### src/rtl/ring_idx_pkg.sv
package ring_idx_pkg;

   localparam int REG_AW = 3;

   typedef enum logic [REG_AW-1:0] {
      A_CTRL   = 3'd0,
      A_TXCNT  = 3'd1,
      A_TXPROD = 3'd2,
      A_TXCONS = 3'd3,
      A_RXCNT  = 3'd4,
      A_RXPROD = 3'd5,
      A_RXCONS = 3'd6,
      A_IRQ    = 3'd7
   } ring_reg_e;

   localparam int TX_RING  = 0;
   localparam int RX_RING  = 1;
   localparam int RING_NUM = 2;

   localparam int WORD_W      = 32;
   localparam int TX_LAST_BIT = 30;
   localparam int RX_IRQ_BIT  = 31;
   localparam logic [WORD_W-1:0] RX_ERR_MASK = 32'h1B80_0000;

endpackage

### src/rtl/ring_ptr.sv
module ring_ptr #(
   parameter int          IDX_W        = 8,
   parameter int unsigned RST_CNT_M1   = 3,
   parameter bit          HW_OWNS_PROD = 1'b0
) (
   input  logic             clk,
   input  logic             rst_n,
   input  logic             en,
   input  logic             cnt_we,
   input  logic [IDX_W-1:0] cnt_wval,
   input  logic             idx_we,
   input  logic [IDX_W-1:0] idx_wval,
   input  logic             hw_step,
   output logic [IDX_W-1:0] cnt_q,
   output logic [IDX_W-1:0] prod_q,
   output logic [IDX_W-1:0] cons_q,
   output logic             empty,
   output logic             full,
   output logic             step_taken
);

   localparam logic [IDX_W-1:0] RST_CNT = IDX_W'(RST_CNT_M1);

   if (IDX_W < 1 || IDX_W > 16) begin : g_bad_w
      $error("ring_ptr: IDX_W out of range");
   end
   if (RST_CNT_M1 < 1 || RST_CNT_M1 >= (1 << IDX_W)) begin : g_bad_cnt
      $error("ring_ptr: reset count must be 1..2**IDX_W-1");
   end

   logic [IDX_W-1:0] prod_inc, cons_inc;
   logic             cnt_take, idx_take;

   always_comb begin
      prod_inc = (prod_q == cnt_q) ? '0 : prod_q + 1'b1;
      cons_inc = (cons_q == cnt_q) ? '0 : cons_q + 1'b1;
      empty    = (prod_q == cons_q);
      full     = (prod_inc == cons_q);
      cnt_take = cnt_we && !en && (cnt_wval != '0);
      idx_take = idx_we && en && (idx_wval <= cnt_q);
   end

   always_ff @(posedge clk or negedge rst_n) begin
      if (!rst_n)        cnt_q <= RST_CNT;
      else if (cnt_take) cnt_q <= cnt_wval;
   end

   if (HW_OWNS_PROD) begin : g_hw_prod
      assign step_taken = hw_step && en && !full;
      always_ff @(posedge clk or negedge rst_n) begin
         if (!rst_n) begin
            prod_q <= '0;
            cons_q <= '0;
         end else if (!en) begin
            prod_q <= '0;
            cons_q <= '0;
         end else begin
            if (step_taken) prod_q <= prod_inc;
            if (idx_take)   cons_q <= idx_wval;
         end
      end
   end else begin : g_hw_cons
      assign step_taken = hw_step && en && !empty;
      always_ff @(posedge clk or negedge rst_n) begin
         if (!rst_n) begin
            prod_q <= '0;
            cons_q <= '0;
         end else if (!en) begin
            prod_q <= '0;
            cons_q <= '0;
         end else begin
            if (idx_take)   prod_q <= idx_wval;
            if (step_taken) cons_q <= cons_inc;
         end
      end
   end

endmodule

### src/rtl/ring_word_fmt.sv
module ring_word_fmt
   import ring_idx_pkg::*;
#(
   parameter int DATA_W = 32,
   parameter int LEN_W  = 11
) (
   input  logic [LEN_W:0]    tx_len_i,
   input  logic              tx_last_i,
   input  logic [LEN_W:0]    rx_buf_len_i,
   input  logic              rx_irq_req_i,
   input  logic [DATA_W-1:0] rx_stat_i,
   output logic [DATA_W-1:0] tx_desc_o,
   output logic [DATA_W-1:0] rx_desc_o,
   output logic [LEN_W:0]    rx_len_o,
   output logic              rx_good_o
);

   localparam logic [DATA_W-1:0] LEN_MASK = {{(DATA_W-LEN_W){1'b0}}, {LEN_W{1'b1}}};

   if (DATA_W != WORD_W) begin : g_bad_dw
      $error("ring_word_fmt: flag bit positions need a 32-bit word");
   end
   if (LEN_W < 1 || LEN_W > 29) begin : g_bad_lw
      $error("ring_word_fmt: LEN_W would overlap the flag bits");
   end

   always_comb begin
      tx_desc_o              = (DATA_W'(tx_len_i) - DATA_W'(1)) & LEN_MASK;
      tx_desc_o[TX_LAST_BIT] = tx_last_i;

      rx_desc_o              = (DATA_W'(rx_buf_len_i) - DATA_W'(1)) & LEN_MASK;
      rx_desc_o[RX_IRQ_BIT]  = rx_irq_req_i;

      rx_len_o  = (LEN_W+1)'(rx_stat_i & LEN_MASK) + 1'b1;
      rx_good_o = ((rx_stat_i & RX_ERR_MASK) == '0);
   end

endmodule

### src/rtl/ring_index_ctrl.sv
module ring_index_ctrl
   import ring_idx_pkg::*;
#(
   parameter int          DATA_W     = 32,
   parameter int          IDX_W      = 8,
   parameter int          LEN_W      = 11,
   parameter int unsigned TX_CNT_RST = 3,
   parameter int unsigned RX_CNT_RST = 3
) (
   input  logic              clk,
   input  logic              rst_n,
   input  logic              reg_wr,
   input  logic [2:0]        reg_waddr,
   input  logic [DATA_W-1:0] reg_wdata,
   input  logic [2:0]        reg_raddr,
   output logic [DATA_W-1:0] reg_rdata,
   input  logic              tx_done_i,
   input  logic              rx_fill_i,
   output logic              tx_empty_o,
   output logic              tx_full_o,
   output logic              rx_empty_o,
   output logic              rx_full_o,
   output logic              tx_irq_o,
   output logic              rx_irq_o,
   input  logic [LEN_W:0]    tx_len_i,
   input  logic              tx_last_i,
   output logic [DATA_W-1:0] tx_desc_o,
   input  logic [LEN_W:0]    rx_buf_len_i,
   input  logic              rx_irq_req_i,
   output logic [DATA_W-1:0] rx_desc_o,
   input  logic [DATA_W-1:0] rx_stat_i,
   output logic [LEN_W:0]    rx_len_o,
   output logic              rx_good_o
);

   localparam int PAD_W = DATA_W - IDX_W;

   if (IDX_W >= DATA_W) begin : g_bad_idx
      $error("ring_index_ctrl: IDX_W must be narrower than DATA_W");
   end

   logic [RING_NUM-1:0]            ctrl_q;
   logic [RING_NUM-1:0]            irq_q;
   logic [RING_NUM-1:0][IDX_W-1:0] cnt_a, prod_a, cons_a;
   logic [RING_NUM-1:0]            empty_a, full_a, take_a, steps;
   logic                           hi_zero;

   assign hi_zero = ((reg_wdata >> IDX_W) == '0);
   assign steps   = {rx_fill_i, tx_done_i};

   for (genvar g = 0; g < RING_NUM; g++) begin : g_ring
      localparam logic [2:0] CNT_ADDR = (g == RX_RING) ? 3'(A_RXCNT)  : 3'(A_TXCNT);
      localparam logic [2:0] SW_ADDR  = (g == RX_RING) ? 3'(A_RXCONS) : 3'(A_TXPROD);

      ring_ptr #(
         .IDX_W       (IDX_W),
         .RST_CNT_M1  ((g == RX_RING) ? RX_CNT_RST : TX_CNT_RST),
         .HW_OWNS_PROD(g == RX_RING)
      ) u_ring (
         .clk       (clk),
         .rst_n     (rst_n),
         .en        (ctrl_q[g]),
         .cnt_we    (reg_wr && (reg_waddr == CNT_ADDR) && hi_zero),
         .cnt_wval  (reg_wdata[IDX_W-1:0]),
         .idx_we    (reg_wr && (reg_waddr == SW_ADDR) && hi_zero),
         .idx_wval  (reg_wdata[IDX_W-1:0]),
         .hw_step   (steps[g]),
         .cnt_q     (cnt_a[g]),
         .prod_q    (prod_a[g]),
         .cons_q    (cons_a[g]),
         .empty     (empty_a[g]),
         .full      (full_a[g]),
         .step_taken(take_a[g])
      );
   end

   always_ff @(posedge clk or negedge rst_n) begin
      if (!rst_n) begin
         ctrl_q <= '0;
         irq_q  <= '0;
      end else begin
         if (reg_wr && (reg_waddr == A_CTRL)) ctrl_q <= reg_wdata[RING_NUM-1:0];
         if (reg_wr && (reg_waddr == A_IRQ))
            irq_q <= (irq_q & ~reg_wdata[RING_NUM-1:0]) | take_a;
         else
            irq_q <= irq_q | take_a;
      end
   end

   always_comb begin
      unique case (reg_raddr)
         A_CTRL:   reg_rdata = {{(DATA_W-RING_NUM){1'b0}}, ctrl_q};
         A_TXCNT:  reg_rdata = {{PAD_W{1'b0}}, cnt_a[TX_RING]};
         A_TXPROD: reg_rdata = {{PAD_W{1'b0}}, prod_a[TX_RING]};
         A_TXCONS: reg_rdata = {{PAD_W{1'b0}}, cons_a[TX_RING]};
         A_RXCNT:  reg_rdata = {{PAD_W{1'b0}}, cnt_a[RX_RING]};
         A_RXPROD: reg_rdata = {{PAD_W{1'b0}}, prod_a[RX_RING]};
         A_RXCONS: reg_rdata = {{PAD_W{1'b0}}, cons_a[RX_RING]};
         default:  reg_rdata = {{(DATA_W-RING_NUM){1'b0}}, irq_q};
      endcase
   end

   assign tx_empty_o = empty_a[TX_RING];
   assign tx_full_o  = full_a[TX_RING];
   assign rx_empty_o = empty_a[RX_RING];
   assign rx_full_o  = full_a[RX_RING];
   assign tx_irq_o   = irq_q[TX_RING];
   assign rx_irq_o   = irq_q[RX_RING];

   ring_word_fmt #(
      .DATA_W(DATA_W),
      .LEN_W (LEN_W)
   ) u_fmt (
      .tx_len_i    (tx_len_i),
      .tx_last_i   (tx_last_i),
      .rx_buf_len_i(rx_buf_len_i),
      .rx_irq_req_i(rx_irq_req_i),
      .rx_stat_i   (rx_stat_i),
      .tx_desc_o   (tx_desc_o),
      .rx_desc_o   (rx_desc_o),
      .rx_len_o    (rx_len_o),
      .rx_good_o   (rx_good_o)
   );

endmodule

### config.mk
export PLATFORM = sky130hd
export DESIGN_NAME = ring_index_ctrl
export DESIGN_NICKNAME = d
export VERILOG_FILES = /design/src/rtl/ring_idx_pkg.sv /design/src/rtl/ring_ptr.sv /design/src/rtl/ring_word_fmt.sv /design/src/rtl/ring_index_ctrl.sv
export SDC_FILE = /design/constraint.sdc
export NUM_CORES = 1
export LEC_CHECK = 0
export BUFFER_PORTS_ARGS = -buffer_cell sky130_fd_sc_hd__buf_2
export CAP_MARGIN = 20
export CORE_ASPECT_RATIO = 0.8
export CORE_MARGIN = 3
export CORE_UTILIZATION = 25
export DETAILED_ROUTE_END_ITERATION = 6
export GPL_ROUTABILITY_DRIVEN = 0
export PLACE_DENSITY = 0.51
export SLEW_MARGIN = 20
export SYNTH_ARGS = -nofsm -noshare
export SYNTH_HDL_FRONTEND = slang
export SYNTH_SLANG_ARGS = --single-unit
export TNS_END_PERCENT = 100
### constraint.sdc
create_clock -name clk -period 6.8 [get_ports clk]
set_clock_uncertainty 0.2 [all_clocks]
set_input_delay 1.02 -clock clk [delete_from_list [all_inputs] [get_ports clk]]
set_output_delay 1.02 -clock clk [all_outputs]
set_load 0.1 [all_outputs]
==> impl_metrics.tcl <==
set metrics [dict create \
    ys_ff_latch 52 \
    rsz0062_at_grt "false" \
    clock_sinks 52 \
    path_max_fanout 11 \
    ctsLongestPathBuffers 2 \
    clk_pin_slew_worst_paths_ns 0.07 \
    pin_count 216 \
    finalSetupTns_ns 0 \
    finalHoldViolations 0 \
    layout.nets 900 \
    leakage_nw 2.81 \
    worstPathRequired_ns 5.58 \
    path_depth 7 \
    synth_flop_cell "dfrtp_1" \
    fin_crit_ns 4.58 \
    cts_setup_buffers 0 \
    via_count 4921 \
    final_antenna_net_count 0 \
    synthCells 682 \
    grt_use_total_pct 12.7 \
    yosysUniqueCellTypes 69 \
    worstPathCellList "xor2_1, nor4_4, and2_1, a32oi_1, a2111oi_4, and2_1, buf_2" \
    critPathTopFamily "simple AND/OR/NAND/NOR gates" \
    setup_viol 0 \
    yosys.area_share.simple_pct 20.4 \
    synth_top_cell_by_area "dfrtp_1" \
    async_flop_share_pct 100 \
    cp_common_cell "and2_1" \
    power_density_nw_per_um2 191 \
    hold_path_startpoint "irq_q[1]" \
    coreArea_um2 21000 \
    relSlewSlack_pct 53.4 \
    syn_avg_cell_area_um2 7.93 \
    clk_latency_ns 0.29 \
    avgRoutedWirePerCell_um 14.7 \
    fp.dieH_um 138 \
    layout-drive-gt1-share_pct 20.4 \
    rr_startpoint "g_ring[1].u_ring.prod_q[2]" \
    grt_pass1_wl_um 24000 \
    syn_area_um2 5410 \
    path_buf_inv 1 \
    viasPerCell 4.70 \
    worst_path_max_delay_cell "dfrtp_1" \
    critPathArrivalTime_ns 3.36 \
    synth_top_family_by_area "simple AND/OR/NAND/NOR gates" \
    intPower_mw 0.578 \
    max_stage_delay_ns 0.66 \
    cts-resized-gates 0 \
    ctsHoldBuffers 0 \
    synth_top_area_share_pct 22.2 \
    pwr-share-clk_pct 25.4 \
    peakVddDrop_uv 84.0 \
    maxCapViolCount 0 \
    drt_pass1_iterations 5 \
    grt_max_degree 53 \
    synth_area_leaders "dfrtp_1 22%, buf_4 9.7%, xnor2_1 7.8%" \
    synth-edff-count 0 \
    p_seq_share_pct 28.7 \
    rows 47 \
    route.detailed.drc 0 \
    path_class "reg -> out" \
    fin_hold_ws_ns 0.356 \
    multi_input_area_um2 3530 \
    diodes 0 \
    grt_pass1_vias 4335 \
    status "completed" \
    min_to "irq_q[1]" \
    synth_mux_area_share_pct 2.52 \
    synth_common_cells "70 x buf_4, 57 x o21ai_0, 54 x nand2_1, 48 x dfrtp_1, 48 x xnor2_1" \
    rrSetupSlack_ns 3.67 \
    r2r-end "g_ring[1].u_ring.prod_q[1]" \
    ff2ff_path_depth 7 \
    p_switching_mw 0.599 \
    whs_path_depth 2 \
    post-synth-top-count-cell "buf_4" \
    end_kind "primary output" \
    port_buffers 129 \
    tritoncts "done" \
    startpoint_type "register" \
    root_buffer "clkbuf_16" \
    synth_compound_area_share_pct 18.2 \
    grt_overflow 0 \
    n_fill_cell 2263 \
    slew_viol_final 0 \
    dp_hpwl_um 12100 \
    min_path_type "reg -> reg" \
    drt_iter0_drc 313 \
    die_w_um 170 \
    synthAdderAreaFrac_pct 5.09 \
    fmax_mhz 218 \
    antenna_found_initial 0 \
    comb_power_share_pct 45.9 \
    worstMarginPinSlew_ns 0.689 \
    cts_buffers 5 \
    synth-seq-area-share_pct 24.1 \
    cts_max_level 2 \
    p_sw_share_pct 50.9 \
    area_growth_pct 13.6 \
    synth_xor_area_share_pct 14.6 \
    synth_warnings 0 \
    start_util_pct 25.8 \
    dieArea_um2 23500 \
    wirelength_um 15300 \
    min_period_over_period_pct 67.3 \
    register_area_um2 1310 \
]
per-stage QoR:
stage	instance area, um^2	cells	utilization [%]	setup WS (ns)	total power, mW
after floorplan	5650	745	-	1.65	0.821
after global placement	5980	1039	28.5	2.52	0.883
after detailed placement	5980	1039	28.5	2.56	0.884
after CTS	6140	1047	29.3	2.23	1.19
after global routing	6140	1047	29.3	1.94	1.23
final	6140	1047	29.3	2.22	1.18
cells in the final DEF, fill, tap and decap left out, types with 5 or more instances in the layout:
cell type,netlist,layout
nor2_1,31,31
xor2_1,37,37
and3_1,10,10
nand4_1,15,15
o22ai_1,6,6
a221oi_1,7,7
inv_1,36,36
o21ai_0,57,57
a21oi_1,42,42
dfrtp_1,48,48
buf_2,4,129
clkbuf_16,0,5
nor2b_1,6,6
nand3_1,37,37
a21o_1,6,6
xnor2_1,48,48
ha_1,22,22
nor4_1,16,16
nor3_1,10,10
o21ai_1,5,5
mux2i_1,8,8
nand2_1,54,54
conb_1,1,64
per-layer routing:
layer,wire length (um),vias up,global-route usage [%]
met1,7960,2313,20.2
met3,799,9,1.86
met2,6510,138,18.5
met5,0,-,0
met4,83,0,1.35
li1,-,2461,-
sequential cells by signal (all words and copies together) (netlist names):
register              count
g_ring.u_ring.cons_q     16
ctrl_q                    2
irq_q                     2
g_ring.u_ring.prod_q     16
g_ring.u_ring.cnt_q      16
cell families after synthesis:
kind of cell / after synthesis
xor gates and xnor gates: 87
muxes: 12
AOI/OAI and AO/OA: 157
other: 1
adders and majority gates: 22
buffers and inverters: 143
DFF: 52
and+or+nand+nor: 208
tightest hold or removal path: stages, from the launching register on:
cell and delay (ns):
dfrtp_1 0.39, nand2_1 0.06, o21ai_1 0.06
power groups by stage:
stage | Sequential (mW) | Clock, mW | Combinational, mW
CTS | 0.338 | 0.308 | 0.541
finish | 0.338 | 0.299 | 0.540
global placement | 0.344 | 0 | 0.539
floorplan | 0.332 | 0 | 0.489
detailed placement | 0.344 | 0 | 0.540
global route | 0.341 | 0.320 | 0.565
final cells by class:
class	count	share of cell area [%]
multi-input cells	550	57.5
flip-flops and latches	52	21.3
repair buffers	131	10.8
well taps	269	5.48
inverters	37	2.26
clock buffers	6	2.10
clock inverters	2	0.631
how the worst max path moves through the flow:
stage | from | slack, ns | end
final | g_ring[1].u_ring.prod_q[2] | 2.22 | rx_full_o
after global routing | g_ring[1].u_ring.prod_q[2] | 1.94 | rx_full_o
after CTS | g_ring[1].u_ring.prod_q[2] | 2.23 | rx_full_o
after detailed placement | g_ring[1].u_ring.prod_q[2] | 2.56 | rx_full_o
after global placement | g_ring[1].u_ring.prod_q[2] | 2.52 | rx_full_o
after floorplan | g_ring[0].u_ring.prod_q[2] | 1.65 | tx_full_o
(Power assumes the default switching activity.)
